===== src/rtl/alu_cc_pkg.sv =====
// Package: shared types for the ALU and its condition flags.
// Assumes: the selector is 4 bits wide; only codes 0..3 are defined.
package alu_cc_pkg;

    localparam int FN_W = 4;

    typedef enum logic [FN_W-1:0] {
        FN_ADD = 4'd0,
        FN_SUB = 4'd1,
        FN_AND = 4'd2,
        FN_XOR = 4'd3
    } alu_fn_e;

    typedef struct packed {
        logic of;
        logic zf;
        logic sf;
    } cc_flags_t;

    localparam cc_flags_t CC_RESET = '{of: 1'b0, zf: 1'b1, sf: 1'b0};

endpackage


===== src/rtl/alu_op_unit.sv =====
// Module: alu_op_unit
// Computes the combinational result and the per-operation overflow bit.
// Assumes: val_b is the destination operand; subtraction is val_b - val_a.
module alu_op_unit
    import alu_cc_pkg::*;
#(
    parameter int WIDTH = 32
) (
    input  logic [FN_W-1:0]  fn_code,
    input  logic [WIDTH-1:0] val_a,
    input  logic [WIDTH-1:0] val_b,
    output logic [WIDTH-1:0] result,
    output logic             ovf,
    output logic             fn_valid
);
    localparam int MSB = WIDTH - 1;

    logic [WIDTH-1:0] sum_w;
    logic [WIDTH-1:0] dif_w;

    // Adder and subtractor share nothing; both evaluated in parallel.
    always_comb begin
        sum_w = val_b + val_a;
        dif_w = val_b - val_a;
    end

    // Select result and overflow according to the operation.
    always_comb begin
        result   = '0;
        ovf      = 1'b0;
        fn_valid = 1'b1;
        unique case (fn_code)
            FN_ADD: begin
                result = sum_w;
                ovf    = (val_a[MSB] == val_b[MSB]) && (sum_w[MSB] != val_b[MSB]);
            end
            FN_SUB: begin
                result = dif_w;
                ovf    = (val_a[MSB] != val_b[MSB]) && (dif_w[MSB] != val_b[MSB]);
            end
            FN_AND: result = val_b & val_a;
            FN_XOR: result = val_b ^ val_a;
            default: fn_valid = 1'b0;
        endcase
    end
endmodule


===== src/rtl/alu_flag_calc.sv =====
// Module: alu_flag_calc
// Forms candidate flag values from a result and its overflow bit.
// Assumes: ovf is already zero for logical operations.
module alu_flag_calc
    import alu_cc_pkg::*;
#(
    parameter int WIDTH = 32
) (
    input  logic [WIDTH-1:0] result,
    input  logic             ovf,
    output cc_flags_t        flags_nxt
);
    // Zero detect and sign pick.
    always_comb begin
        flags_nxt.of = ovf;
        flags_nxt.zf = (result == '0);
        flags_nxt.sf = result[WIDTH-1];
    end
endmodule


===== src/rtl/alu_cc_reg.sv =====
// Module: alu_cc_reg
// Holds the three condition flags; synchronous active-low reset.
// Assumes: load is already qualified by operation validity.
module alu_cc_reg
    import alu_cc_pkg::*;
(
    input  logic      clk,
    input  logic      rst_n,
    input  logic      load,
    input  cc_flags_t flags_nxt,
    output cc_flags_t flags_q
);
    // Flag register update.
    always_ff @(posedge clk) begin
        if (!rst_n)    flags_q <= CC_RESET;
        else if (load) flags_q <= flags_nxt;
    end

    // reset value after a reset edge.
    a_r8_reset_value: assert property (@(posedge clk)
        !rst_n |=> (flags_q == CC_RESET));

    // no load keeps the flags.
    a_r9_hold: assert property (@(posedge clk) disable iff (!rst_n)
        !load |=> $stable(flags_q));
endmodule


===== src/rtl/alu_cc_top.sv =====
// Module: alu_cc_top
// ALU plus condition-flag register; result combinational, flags registered.
// Assumes: fn_code 4..15 is undefined and must not disturb the flags.
module alu_cc_top
    import alu_cc_pkg::*;
#(
    parameter int WIDTH = 32
) (
    input  logic             clk,
    input  logic             rst_n,
    input  logic [3:0]       fn_code,
    input  logic [WIDTH-1:0] val_a,
    input  logic [WIDTH-1:0] val_b,
    input  logic             set_cc,
    output logic [WIDTH-1:0] result,
    output logic             fn_err,
    output logic             cc_of,
    output logic             cc_zf,
    output logic             cc_sf
);
    localparam int MSB = WIDTH - 1;

    logic      ovf;
    logic      fn_valid;
    cc_flags_t flags_nxt;
    cc_flags_t flags_q;
    logic      load;

    alu_op_unit #(.WIDTH(WIDTH)) u_op (
        .fn_code (fn_code),
        .val_a   (val_a),
        .val_b   (val_b),
        .result  (result),
        .ovf     (ovf),
        .fn_valid(fn_valid)
    );

    alu_flag_calc #(.WIDTH(WIDTH)) u_flag (
        .result   (result),
        .ovf      (ovf),
        .flags_nxt(flags_nxt)
    );

    // Qualify the strobe with a defined operation.
    always_comb begin
        load   = set_cc & fn_valid;
        fn_err = ~fn_valid;
    end

    alu_cc_reg u_cc (
        .clk      (clk),
        .rst_n    (rst_n),
        .load     (load),
        .flags_nxt(flags_nxt),
        .flags_q  (flags_q)
    );

    // Drive flag outputs.
    always_comb begin
        cc_of = flags_q.of;
        cc_zf = flags_q.zf;
        cc_sf = flags_q.sf;
    end

    // undefined selector yields zero result.
    a_r10_zero_result: assert property (@(posedge clk) disable iff (!rst_n)
        (fn_code > 4'd3) |-> (result == '0 && fn_err));

    // undefined selector leaves flags alone.
    a_r10_flags_kept: assert property (@(posedge clk) disable iff (!rst_n)
        (fn_code > 4'd3) |=> ($stable(cc_of) && $stable(cc_zf) && $stable(cc_sf)));

    // logical ops clear overflow.
    a_r7_logic_no_overflow: assert property (@(posedge clk) disable iff (!rst_n)
        (set_cc && (fn_code == 4'd2 || fn_code == 4'd3)) |=> !cc_of);

    // zero and sign track the loaded result.
    a_r4_zero_sign: assert property (@(posedge clk) disable iff (!rst_n)
        (set_cc && fn_code <= 4'd3) |=>
        (cc_zf == ($past(result) == '0) && cc_sf == $past(result[MSB])));

    // add overflow rule.
    a_r5_add_overflow: assert property (@(posedge clk) disable iff (!rst_n)
        (set_cc && fn_code == 4'd0) |=>
        (cc_of == (($past(val_a[MSB]) == $past(val_b[MSB])) &&
                   ($past(result[MSB]) != $past(val_b[MSB])))));
endmodule


===== config.mk =====
export PLATFORM = sky130hd
export DESIGN_NAME = alu_cc_top
export DESIGN_NICKNAME = d
export VERILOG_FILES = /design/src/rtl/alu_cc_pkg.sv /design/src/rtl/alu_op_unit.sv /design/src/rtl/alu_flag_calc.sv /design/src/rtl/alu_cc_reg.sv /design/src/rtl/alu_cc_top.sv
export SDC_FILE = /design/constraint.sdc
export NUM_CORES = 1
export LEC_CHECK = 0
export BUFFER_PORTS_ARGS = -buffer_cell sky130_fd_sc_hd__buf_4
export CAP_MARGIN = 20
export CORE_ASPECT_RATIO = 0.5
export CORE_MARGIN = 8
export CORE_UTILIZATION = 45
export CTS_BUF_LIST = sky130_fd_sc_hd__clkbuf_4 sky130_fd_sc_hd__clkbuf_8 sky130_fd_sc_hd__clkbuf_16
export CTS_CLUSTER_DIAMETER = 30
export DETAILED_ROUTE_END_ITERATION = 7
export PLACE_DENSITY_LB_ADDON = 0.05
export SLEW_MARGIN = 20
export SYNTH_ARGS = -nofsm -noshare
export SYNTH_HDL_FRONTEND = slang
export SYNTH_SLANG_ARGS = --single-unit

===== constraint.sdc =====
create_clock -name clk -period 11.2 [get_ports clk]
set_input_delay 2.24 -clock clk [delete_from_list [all_inputs] [get_ports clk]]
set_output_delay 2.24 -clock clk [all_outputs]
set_load 0.01 [all_outputs]

# Word level (Yosys, flattened, before mapping)
# Index checks and enable logic that the tools add are counted.
[totals]
reg_bits = 3
input_bits = 71
out_inout_bits = 36
[op_classes]
addsub = 2
eq_ne = 7
mux = 3
bitwise = 4
reduce_logical = 5
[op_table]
columns = ["cell", "count"]
rows = [
  ["32-bit case mux with 4 select lines", 1],
  ["32-bit adder", 1],
  ["32-bit bitwise AND", 1],
  ["32-bit logical NOT", 1],
  ["32-bit subtractor", 1],
  ["32-bit bitwise XOR", 1],
  ["4-bit by 2-bit equality test with 1-bit output, second input constant", 2],
  ["4-bit by 1-bit equality test with 1-bit output, second input constant", 1],
  ["4-bit logical NOT", 1],
  ["4-bit OR reduction", 1],
  ["1-bit inequality test", 3],
  ["1-bit logical AND", 2],
  ["1-bit case mux with 2 select lines", 1],
  ["1-bit bitwise AND", 1],
  ["1-bit equality test", 1],
  ["1-bit two-way mux", 1],
  ["1-bit NOT", 1],
]

# Logic depth before layout (Yosys ltp)
# Gate-level depths: netlist (run 1).
[depth]
ltp_word = 4
mapped_depth = 14
mapped_depth_nobuf = 14

# Cells and area by module
# From an unflattened synthesis (run 1), not the netlist that was laid out.
[hier_totals]
hier_cells = 707
area_unflattened_um2 = 4649.5
[by_module_without_submodules]
columns = ["mod", "instances", "cells_each", "area_per_inst_um2", "seq_area_each_um2"]
rows = [
  ["alu_op_unit", 1, 683, 4445.5, 0.0],
  ["alu_cc_reg", 1, 9, 106.4, 60.1],
  ["alu_flag_calc", 1, 13, 87.6, 0.0],
  ["alu_cc_top", 1, 2, 10.0, 0.0],
]

# Worst setup path after synthesis (run 1)
# Ideal clock, no wire load.
[synth_path]
path_type = "input to output"
from = "input port val_a[4]"
to = "output port result[31]"
arrival_ns = 4.813
required_time_ns = 8.960
path_slack_ns = 4.147
path_stages = 12
path_buffers = 1
path_cell_list = "inv_1 ha_1 inv_2 a2111oi_4 a211oi_2 or4_4 nand4_2 nand2_1 a221oi_2 nor3_1 a311o_1 buf_4"
[synth_lines]
columns = ["element", "line_no", "text"]
rows = [
  ["start: declaration", "alu_cc_top.sv:12", "input logic [WIDTH-1:0] val_a,"],
  ["end: declaration", "alu_cc_top.sv:15", "output logic [WIDTH-1:0] result,"],
]

# Worst setup path in the final report (run 1)
[layout_path]
from = "input port val_a[0]"
to = "output port result[28]"
[layout_between]
elab_chain_cells = 2
elab_cells_between_ends = 3
cone_classes = "add/sub: 2; mux: 1"
[layout_lines]
columns = ["element", "line_no", "text"]
rows = [
  ["32-bit subtractor or 32-bit adder (tied branches)", "alu_op_unit.sv:24, alu_op_unit.sv:23", ""],
  ["32-bit case mux with 4 select lines (*)", "alu_op_unit.sv:32", "unique case (fn_code)"],
]
# Mark *: on every way between the ends. The rest lies on a longest branch, timed or not.

==> run summary, run 1 <==
==========================================================================================
CP Class                                                                      primary input to output pin
Total negative setup slack                                                            0 ns
Status                                                                        finished clean
Launch point of the worst hold path                                           u_cc.flags_q[0]$_SDFFE_PN0P_
Total of max-cap violations                                                              0
Clock root buffer master                                                         clkbuf_16
Wire length of the first global-routing pass                                      34000 um
Initial DRC count                                                                      956
Residual DRC                                                                             0
Worst setup skew after layout                                                         0 ns
Total cell area at the placement stage                                            5940 um2
Count of cells resized by post-cts repair                                                0
Placer Congestion                                                                     1.01
Largest net degree at the start of global routing                                       49
Number of pins with negative max-slew slack in the final report                          0
Simple-Gate Fraction of Synth Area                                                   0.274
Antenna violation net count after detailed routing                                       0
CTS tree                                                                               yes
Boundary Pins                                                                          107
Number of optimization iterations in the first detailed-route pass                       6
Peak VDD IR                                                                        56.5 uV
Detailed Route WL                                                                 22100 um
Pre-CTS setup slack                                                                3.43 ns
Minimum period implied by the final worst setup slack                              7.86 ns
Std cell rows                                                                           27
Critical R2R Capture                                                          u_cc.flags_q[1]$_SDFFE_PN1P_
RSZ-0062 raised after global routing                                                    no
Quantity of I/O buffers inserted on ports                                              106
Placeable Area                                                                   11000 um2
Depth of the CTS H-tree                                                                  1
Distinct cell type count after synthesis                                                84
Share of async-settable or async-resettable flops after synthesis                        0
Post-CTS repair timing setup buffer count                                                0
Clock slew at reported path FFs                                                    0.03 ns
Cell Pwr Density                                                               66.6 nW/um2
CTS hold repair buffers                                                                  0
Biggest regs                                                                  u_cc.flags_q (3)
Final worst path period share                                                        0.702
Compound-gate portion of the synthesized area                                        0.415
Worst Hold Endpoint                                                           u_cc.flags_q[0]$_SDFFE_PN0P_
Cell accounting for the most synthesized area                                         ha_1
Warnings from Yosys                                                                      0
Flip-flop and latch count after synthesis                                                3
Hold Crit Depth                                                                          2
Residual overflow from global routing                                                    0
Mux share of post-synthesis cell area                                               0.0333
Kind of end point of the critical path                                          output pin
Share of synthesized cell area in full adder, half adder and majority cells          0.165
Via count of the first global-routing pass                                            6283
Dpl hpwl                                                                          17500 um
Horizontal die dimension                                                            167 um
Count of endpoints failing hold in the final timing report                               0
Final setup violating endpoints                                                          0
Flop2flop setup slack                                                             10.54 ns
Share of final-layout standard cells stronger than drive strength 1                  0.169
Initial antenna violation count                                                          0
Vertical die dimension                                                             91.3 um
Post-synth top flop                                                                dfxtp_1
Final core occ                                                                       0.547
Vias per cell                                                                         6.75
Number of diodes added for antenna fixing                                                0
Layout area overhead                                                                 18.0%
Top-area cell type share of the netlist area                                         0.157
Data arrival time of the critical path                                             5.62 ns
Overall track demand over capacity in global routing                                 0.268
Measured slew at the worst slew-check pin                                          1.00 ns
Final worst slack                                                                  3.34 ns
Die footprint                                                                    15200 um2
Number of synthesized flops with an enable pin                                           0
Worst flop-to-flop path startpoint                                            u_cc.flags_q[1]$_SDFFE_PN1P_
Design Power                                                                      0.401 mW
Via count                                                                             6842
Startpoint Class                                                              primary input
Syn_nets                                                                               932
Starting utilization of the core area                                                0.464
Number of sinks driven by the clock tree                                                 3
Largest cells by area after synthesis                                         ha_1 16%, a21oi_1 7.3%, nor2_1 6.3%
Dominant combinational cell family by area after synthesis                    compound AO/OA/AOI/OAI gates
Xor-xnor portion of the synthesized cell area                                       0.0137
Average wire per standard cell                                                     21.8 um
Number of instances in the synthesized netlist                                         795
Number of flip-flops in the largest register                                             3
Post-synthesis cell area                                                          5100 um2
Number of buffers created by CTS                                                         3
Path category of the worst min-delay check                                    flip-flop to flip-flop
FMAX                                                                               127 MHz
Max Root-Sink Buffers                                                                    2
Cell area after layout                                                            6020 um2
Cell count of the worst reg-to-reg path                                                  2
Portion of the post-synthesis area used by sequential elements                      0.0118
Nets                                                                                  1006
Crit Path Max Fanout                                                                     4
Synthesized area per cell                                                         6.42 um2
Clk Latency, worst-skew pair                                                       0.22 ns
Cell leakage power                                                                 2.71 nW
Reg with most FFs                                                             u_cc.flags_q
Worst slew margin relative to its limit                                              0.329
Worst EP required                                                                  8.96 ns
==========================================================================================
worst max-delay path, stage by stage:
cell and delay [ns]:
buf_4 0.10, ha_1 0.19, inv_1 0.07, fa_1 0.42
nor3_2 0.26, o311ai_1 0.23, a21oi_2 0.32, nor3_1 0.19
or4_4 0.58, a21oi_2 0.23, mux2_1 0.34, o22ai_1 0.27
buf_4 0.19
worst max-delay path by stage:
stage                   from         end  slack [ns]  cells after the start
floorplan           val_a[4]  result[31]        4.15                     12
global placement    val_a[0]  result[28]        3.39                     13
detailed placement  val_a[0]  result[28]        3.43                     13
CTS                 val_a[0]  result[28]        3.41                     13
global route        val_a[0]  result[28]        3.22                     13
finish              val_a[0]  result[28]        3.34                     13
final cells by class:
class	count	area, um2
inverter	68	255
timing repair buffer	113	848
fill	1134	4990
tap	145	181
multi-input combinational	680	4600
clock buffer	4	82.6
sequential	3	60.1
Yosys cell counts (all sizes together) (5+ instances only):
cell type and number:
nand3 19, o31a 8, clkbuf 21, o211ai 13
or3 7, a211oi 16, xnor2 7, nor2b 10
o31ai 19, a21boi 5, a41oi 5, and2 6
mux2i 8, a31oi 13, nand4 15, o2111ai 6
nor3 27, a21oi 76, buf 23, ha 64
nor2 85, nand2b 11, nor4 16, a221oi 5
a211o 7, o21ai 60, nand2 67, o221ai 5
o22ai 9, a21o 15, mux2 6, inv 67
cell usage in the layout (no fill, tap or decap), types with 19 or more instances in the layout:
cell type  count
nand2_1       67
o31ai_1       19
nor3_1        26
buf_4        113
nand3_1       19
inv_1         64
nor2_1        85
a21oi_1       74
ha_1          64
o21ai_0       56
per-layer routing:
| metal | vias to the layer above | part of all wire | global-route usage | wire length [um] |
|---|---|---|---|---|
| met5 | - | 0 | 0 | 0 |
| li1 | 3150 | - | - | - |
| met3 | 61 | 0.12 | 0.0540 | 2630 |
| met4 | 0 | 0.020 | 0.0603 | 452 |
| met2 | 479 | 0.43 | 0.424 | 9530 |
| met1 | 3152 | 0.43 | 0.369 | 9490 |
report_power, final:
part	internal, mW	total (mW)	switching [mW]
registers	0.0113	0.0116	0.000256
logic	0.124	0.331	0.207
clock network	0.0494	0.0588	0.00946
per-stage QoR:
step	std cells	hold slack, ns
floorplan	795	0.527
global placement	1009	0.515
detailed placement	1009	0.504
CTS	1013	0.515
global route	1013	0.539
finish	1013	0.520
cell families after synthesis:
kind of cell,after synthesis
compound gates,307
xor+xnor,8
fa+ha+maj,66
buf+inv,112
flops,3
mux,15
simple gates,284
Power figures use the tool's default switching activity.
==> inputs of run 2 (changes only) <==
ABC_AREA = 1   (was not set)
clock period = 7.6 ns   (was 11.2 ns; I/O delays follow)
==> run 2 against run 1 <==
Net effect:
- cell area is 21% higher
- sequential power is 48% higher
- largest cell class unchanged
- combinational power is 60% higher
- clock-buffer cell count stayed put
- setup slack worse by 1.3 ns
- non-clock buffer count is 5 lower
- critical path depth is 4 higher
==> run summary, run 2 <==
==========================================================================================
Worst setup skew after layout                                                         0 ns   unchanged
Count of endpoints failing hold in the final timing report                               0   unchanged
Crit Path Max Fanout                                                                    11   +7
Xor-xnor portion of the synthesized cell area                                      0.00404   -0.00969
Most frequent standard cell in the layout excluding fill and tap cells             nand2_1
Number of flip-flops in the largest register                                             3   unchanged
Share of final-layout standard cells stronger than drive strength 1                  0.177   +0.00720
Max Root-Sink Buffers                                                                    2   unchanged
Placeable Area                                                                   14300 um2   +30%
Total of fill cells in the finished design                                            1644   +45%
Share of synthesized cell area in full adder, half adder and majority cells          0.129   -0.0355
Synthesized area per cell                                                         5.17 um2   -19%
Data arrival time of the critical path                                             4.03 ns   -1.59 ns
Clock root buffer master                                                         clkbuf_16
Number of pins with negative max-slew slack in the final report                          0   unchanged
Residual DRC                                                                             0   unchanged
Placer Congestion                                                                     1.01   about the same
Minimum period implied by the final worst setup slack                              5.55 ns
Initial DRC count                                                                      899   -6.0%
Initial antenna violation count                                                          0   unchanged
Mux share of post-synthesis cell area                                                    0   -0.0333
Residual overflow from global routing                                                    0   unchanged
Biggest regs                                                                  u_cc.flags_q (3)
Horizontal die dimension                                                            186 um   +12%
Boundary Pins                                                                          107   unchanged
CP Class                                                                      primary input to output pin
Via count of the first global-routing pass                                            7527   +20%
Number of optimization iterations in the first detailed-route pass                       7   +1
Total cell area at the placement stage                                            7230 um2   +22%
Cell area after layout                                                            7310 um2   +21%
Status                                                                        finished clean
Worst EP required                                                                  6.08 ns   -2.88 ns
Std cell rows                                                                           31   +15%
Critical Path Start                                                               val_a[3]
Number of synthesized flops with an enable pin                                           0   unchanged
Vias per cell                                                                         5.34   -21%
FMAX                                                                               180 MHz
Depth of the CTS H-tree                                                                  1   unchanged
Warnings from Yosys                                                                      0   unchanged
Post-synth top flop                                                                dfxtp_1
Clk Latency, worst-skew pair                                                       0.23 ns   about the same
Compound-gate portion of the synthesized area                                       0.0990   -0.316
Number of diodes added for antenna fixing                                                0   unchanged
Dominant combinational cell family by area after synthesis                    simple AND/OR/NAND/NOR gates
Largest net degree at the start of global routing                                       31   -37%
Largest cells by area after synthesis                                         nand2_1 23%, inv_1 14%, ha_1 12%
Number of instances in the synthesized netlist                                        1258   +58%
Launch point of the worst hold path                                           u_cc.flags_q[2]$_SDFFE_PN0P_
Layout area overhead                                                                 12.3%
Average wire per standard cell                                                     17.1 um   -22%
Peak VDD IR                                                                        55.8 uV   -1.3%
Final setup violating endpoints                                                          0   unchanged
Total negative setup slack                                                            0 ns   unchanged
Number of buffers created by CTS                                                         3   unchanged
Dpl hpwl                                                                          22200 um   +27%
CTS hold repair buffers                                                                  0   unchanged
Reg with most FFs                                                             u_cc.flags_q
Leading post-synthesis cells by instance count                                393 x nand2_1, 249 x inv_1, 148 x nand3_1
Detailed Route WL                                                                 26100 um   +18%
Starting utilization of the core area                                                0.455   -0.00868
RSZ-0062 raised after global routing                                                    no
Top-area cell type share of the netlist area                                         0.227   +0.0697
Cell Pwr Density                                                               87.3 nW/um2   +31%
Die footprint                                                                    18800 um2   +24%
Syn_nets                                                                              1395   +50%
Number of sinks driven by the clock tree                                                 3   unchanged
CTS tree                                                                               yes
Startpoint Class                                                              primary input
Portion of the post-synthesis area used by sequential elements                     0.00923   -0.00254
Distinct cell type count after synthesis                                                39   -54%
Most common cell in the netlist                                                    nand2_1
Vertical die dimension                                                              101 um   +11%
Wire length of the first global-routing pass                                      40700 um   +20%
Worst slew margin relative to its limit                                              0.508   +0.179
Cell accounting for the most synthesized area                                      nand2_1
Flip-flop and latch count after synthesis                                                3   unchanged
Kind of end point of the critical path                                          output pin
Worst flop-to-flop path startpoint                                            u_cc.flags_q[1]$_SDFFE_PN1P_
Most frequent cells in the layout                                             393 x nand2_1, 249 x inv_1, 148 x nand3_1
Nets                                                                                  1469   +46%
Simple-Gate Fraction of Synth Area                                                   0.549   +0.275
Via count                                                                             8158   +19%
Path category of the worst min-delay check                                    flip-flop to flip-flop
Cell leakage power                                                                 4.31 nW   +59%
Clock slew at reported path FFs                                                    0.03 ns   about the same
Antenna violation net count after detailed routing                                       0   unchanged
Quantity of I/O buffers inserted on ports                                              106   unchanged
Post-CTS repair timing setup buffer count                                                0   unchanged
Share of async-settable or async-resettable flops after synthesis                        0   unchanged
Count of cells resized by post-cts repair                                                0   unchanged
Total of max-cap violations                                                              0   unchanged
Final worst path period share                                                        0.730
Measured slew at the worst slew-check pin                                         0.736 ns   -0.266 ns
Overall track demand over capacity in global routing                                 0.272   +0.00389
Post-synthesis cell area                                                          6510 um2   +28%
==========================================================================================
## run 2: changes by cell type in the layout (fill, tap and decap cells not counted), moves of 17 or more
| cell | change |
|---|---|
| nand2_1 | +326 |
| inv_1 | +185 |
| nand3_1 | +129 |
| a21oi_1 | -36 |
| o21ai_0 | -32 |
| nor2_2 | +29 |
| nand2_2 | +22 |
| nor3_1 | -22 |
| o31ai_1 | -19 |
| inv_2 | +17 |
## run 2: where the power goes
part / switching, mW / leakage, nW / internal [mW]
sequential: 0.000501 / 0.0246 / 0.0167
clock: 0.0166 / 0.0416 / 0.0730
combinational: 0.358 / 4.25 / 0.174
## run 2: kinds of logic (layout without fill, tap and decap cells)
family                   count (synthesis)  count (layout)
AO/OA/AOI/OAI                          110             110
adder cells (fa/ha/maj)                 66              66
flip-flops                               3               3
buffers and inverters                  311             384
XOR/XNOR                                 3               3
AND/OR/NAND/NOR                        765             765
## run 2: cell type report
type,count,area [um2],area share
Clock buffer,4,82.6,0.0113
Tap cell,198,248,0.0339
Sequential cell,3,60.1,0.00822
Multi-Input combinational cell,944,5080,0.696
Timing Repair Buffer,108,811,0.111
Inverter,272,1020,0.140
## run 2: path summary, 6_finish.rpt
check                                               endpoint  slack, ns  depth (start not counted)
worst max-delay path                              result[28]       2.05                         17
worst min-delay path            u_cc.flags_q[2]$_SDFFE_PN0P_       0.51                          2
worst max register to register  u_cc.flags_q[1]$_SDFFE_PN1P_       6.86                          2
worst min register to register  u_cc.flags_q[2]$_SDFFE_PN0P_       0.51                          2
## run 2: worst max-delay path, cell delays in order
cell and delay [ns]:
buf_4 0.09, inv_1 0.04, ha_1 0.63, nand2_1 0.14
nand2_1 0.15, inv_1 0.08, nand2_2 0.09, nand2_1 0.08
nand2_2 0.16, nand2_1 0.11, nand2_2 0.15, nand4_1 0.13
nand2_1 0.09, nand2_1 0.05, nand3_1 0.08, nand3b_1 0.21
buf_4 0.22
## run 2: routing by layer
layer / GRT usage / part of all wire / vias up
li1: - / - / 4052
met1: 0.388 / 0.47 / 3650
met2: 0.437 / 0.42 / 436
met3: 0.0381 / 0.11 / 20
met4: 0.0291 / 0.0077 / 0
met5: 0 / 0 / -
## run 2: through the flow
| step | hold WS, ns | std cells | power [mW] | util | setup WS (ns) |
|---|---|---|---|---|---|
| after floorplan | 0.520 | 1258 | 0.387 | - | 3.00 |
| after detailed placement | 0.487 | 1525 | 0.535 | 0.505 | 2.15 |
| after CTS | 0.508 | 1529 | 0.627 | 0.511 | 2.14 |
| final | 0.511 | 1529 | 0.638 | 0.511 | 2.05 |
| after global routing | 0.523 | 1529 | 0.692 | 0.511 | 1.88 |
| after global placement | 0.472 | 1525 | 0.532 | 0.505 | 2.14 |
==> inputs of run 3 (changes only) <==
clock period = 5.3 ns   (was 7.6 ns; I/O delays follow)
==> run 3 against run 2 <==
Net effect:
- die area did not move
- worst hold slack got worse by 0.028 ns
- core utilization did not move
- flip-flop and latch count did not move
- sequential power rose by 43%
- highest routed layer unchanged
==> run summary, run 3 (synthesized netlist as in run 2, its figures left out) <==
=====================================================================================
Biggest regs                                                             u_cc.flags_q (3)
Clk Latency, worst-skew pair                                                  0.22 ns   about the same
Fraction of power consumed by sequential logic                                  0.027   about the same
Clock root buffer master                                                    clkbuf_16
Status                                                                   finished clean
Max Root-Sink Buffers                                                               2   unchanged
Peak VDD IR                                                                   90.4 uV   +62%
Depth of the CTS H-tree                                                             1   unchanged
Count of endpoints failing hold in the final timing report                          0   unchanged
Vias per cell                                                                    5.29   -0.87%
Number of buffers created by CTS                                                    3   unchanged
Reg with most FFs                                                        u_cc.flags_q
FMAX                                                                          216 MHz
Part of the total power dissipated in the clock network                         0.138   -0.002
RSZ-0062 raised after global routing                                               no
Net Switching                                                                0.532 mW   +42%
Area of the multi-input gates                                                5080 um2   unchanged
Measured slew at the worst slew-check pin                                    0.706 ns   -0.0306 ns
Detailed Route WL                                                            25700 um   -1.5%
Nets                                                                             1469   unchanged
Minimum period implied by the final worst setup slack                         4.64 ns
Quantity of I/O buffers inserted on ports                                         106   unchanged
Residual overflow from global routing                                               0   unchanged
Most frequent standard cell in the layout excluding fill and tap cells        nand2_1
Number of optimization iterations in the first detailed-route pass                  5   -2
Cell area after layout                                                       7310 um2   unchanged
Clock slew at reported path FFs                                               0.03 ns   about the same
Switching portion of total power                                                0.585   -0.00225
Total cell area at the placement stage                                       7230 um2   unchanged
Most frequent cells in the layout                                        393 x nand2_1, 249 x inv_1, 148 x nand3_1
Overall track demand over capacity in global routing                            0.272   about the same
Met1 layer wirelength in the final routing                                   11900 um   -1.9%
Placer Congestion                                                                1.02   +1.7%
Initial antenna violation count                                                     0   unchanged
CTS tree                                                                          yes
Final worst path period share                                                   0.875
Final setup violating endpoints                                                     0   unchanged
Worst EP required                                                             4.24 ns   -1.84 ns
Number of flip-flops in the largest register                                        3   unchanged
Average wire per standard cell                                                16.8 um   -1.5%
Boundary Pins                                                                     107   unchanged
Number of standard cells in the layout, taps in and fillers out                  1529   unchanged
Wire length of the first global-routing pass                                 40500 um   -0.51%
Die footprint                                                               18800 um2   unchanged
Kind of end point of the critical path                                     output pin
Highest routed metal layer                                                       met4
Int Pwr                                                                      0.377 mW   +43%
Count of cells resized by post-cts repair                                           0   unchanged
Share of total power in combinational logic                                     0.835   +0.002
Vertical die dimension                                                         101 um   unchanged
Total of fill cells in the finished design                                       1646   +0.12%
Post-CTS repair timing setup buffer count                                           0   unchanged
Residual DRC                                                                        0   unchanged
Horizontal die dimension                                                       186 um   unchanged
Path category of the worst min-delay check                               flip-flop to flip-flop
Cell count after placement                                                       1525   unchanged
Std cell rows                                                                      31   unchanged
Number of pins with negative max-slew slack in the final report                     0   unchanged
Antenna violation net count after detailed routing                                  0   unchanged
CP Class                                                                 primary input to output pin
Share of final-layout standard cells stronger than drive strength 1             0.177   unchanged
Sequential cell area in the final layout                                     60.1 um2   unchanged
Cell leakage power                                                            4.31 nW   unchanged
Largest net degree at the start of global routing                                  31   unchanged
Dpl hpwl                                                                     21900 um   -1.3%
Routed met3 length                                                            2900 um   +5.5%
Starting utilization of the core area                                           0.455   unchanged
Via count of the first global-routing pass                                       7569   +0.56%
CTS hold repair buffers                                                             0   unchanged
Total negative setup slack                                                       0 ns   unchanged
Cell Pwr Density                                                           124 nW/um2   +43%
Worst setup skew after layout                                                    0 ns   unchanged
Initial DRC count                                                                 765   -15%
Total of max-cap violations                                                         0   unchanged
Number of diodes added for antenna fixing                                           0   unchanged
Data arrival time of the critical path                                        3.58 ns   -0.45 ns
Layout area overhead                                                            12.3%   unchanged
Crit Path Max Fanout                                                               11   unchanged
Startpoint Class                                                         primary input
Detailed route wirelength on metal2                                          10500 um   -4.4%
Design Power                                                                 0.910 mW   +43%
Number of sinks driven by the clock tree                                            3   unchanged
Placeable Area                                                              14300 um2   unchanged
Via count                                                                        8087   -0.87%
Worst slew margin relative to its limit                                         0.529   +0.0209
=====================================================================================
run 3: layout make-up:
| cell class | count | area share |
|---|---|---|
| Inverter | 272 | 0.140 |
| Sequential cell | 3 | 0.00822 |
| Multi-Input combinational cell | 944 | 0.696 |
| Timing Repair Buffer | 108 | 0.111 |
| Clock buffer | 4 | 0.0113 |
| Tap cell | 198 | 0.0339 |
run 3: power by group through the flow:
| stage | clock, mW | sequential (mW) | combinational, mW |
|---|---|---|---|
| detailed placement | 0 | 0.0248 | 0.740 |
| global route | 0.130 | 0.0247 | 0.838 |
| floorplan | 0 | 0.0253 | 0.530 |
| CTS | 0.127 | 0.0246 | 0.744 |
| global placement | 0 | 0.0249 | 0.736 |
| finish | 0.126 | 0.0246 | 0.759 |
run 3: final timing paths:
| check | to | cells after the start | slack, ns | start |
|---|---|---|---|---|
| max | result[28] | 17 | 0.66 | val_a[3] |
| max reg2reg | u_cc.flags_q[0]$_SDFFE_PN0P_ | 2 | 4.65 | u_cc.flags_q[0]$_SDFFE_PN0P_ |
| min | u_cc.flags_q[1]$_SDFFE_PN1P_ | 2 | 0.48 | u_cc.flags_q[1]$_SDFFE_PN1P_ |
| min reg2reg | u_cc.flags_q[1]$_SDFFE_PN1P_ | 2 | 0.48 | u_cc.flags_q[1]$_SDFFE_PN1P_ |
run 3: metal layers:
metal / global-route usage / vias up
li1: - / 4053
met1: 0.392 / 3576
met2: 0.425 / 425
met3: 0.0331 / 33
met4: 0.0546 / 0
met5: 0 / -
run 3: worst max-delay path, cell delays in order:
cell and delay [ns]:
buf_4 0.08, inv_1 0.03, ha_1 0.62, nand2_1 0.14
nand2_1 0.16, inv_1 0.08, nand2_2 0.10, nand2_1 0.09
nand2_2 0.16, nand2_1 0.11, nand2_2 0.14, nand4_1 0.14
nand2_1 0.09, nand2_1 0.05, nand3_1 0.08, nand3b_1 0.21
buf_4 0.22
run 3: per-stage QoR:
step / hold slack [ns] / util / setup slack (ns)
after floorplan: 0.520 / - / 1.62
after global placement: 0.475 / 0.505 / 0.716
after detailed placement: 0.471 / 0.505 / 0.741
after CTS: 0.480 / 0.511 / 0.734
after global routing: 0.518 / 0.511 / 0.501
final: 0.483 / 0.511 / 0.660
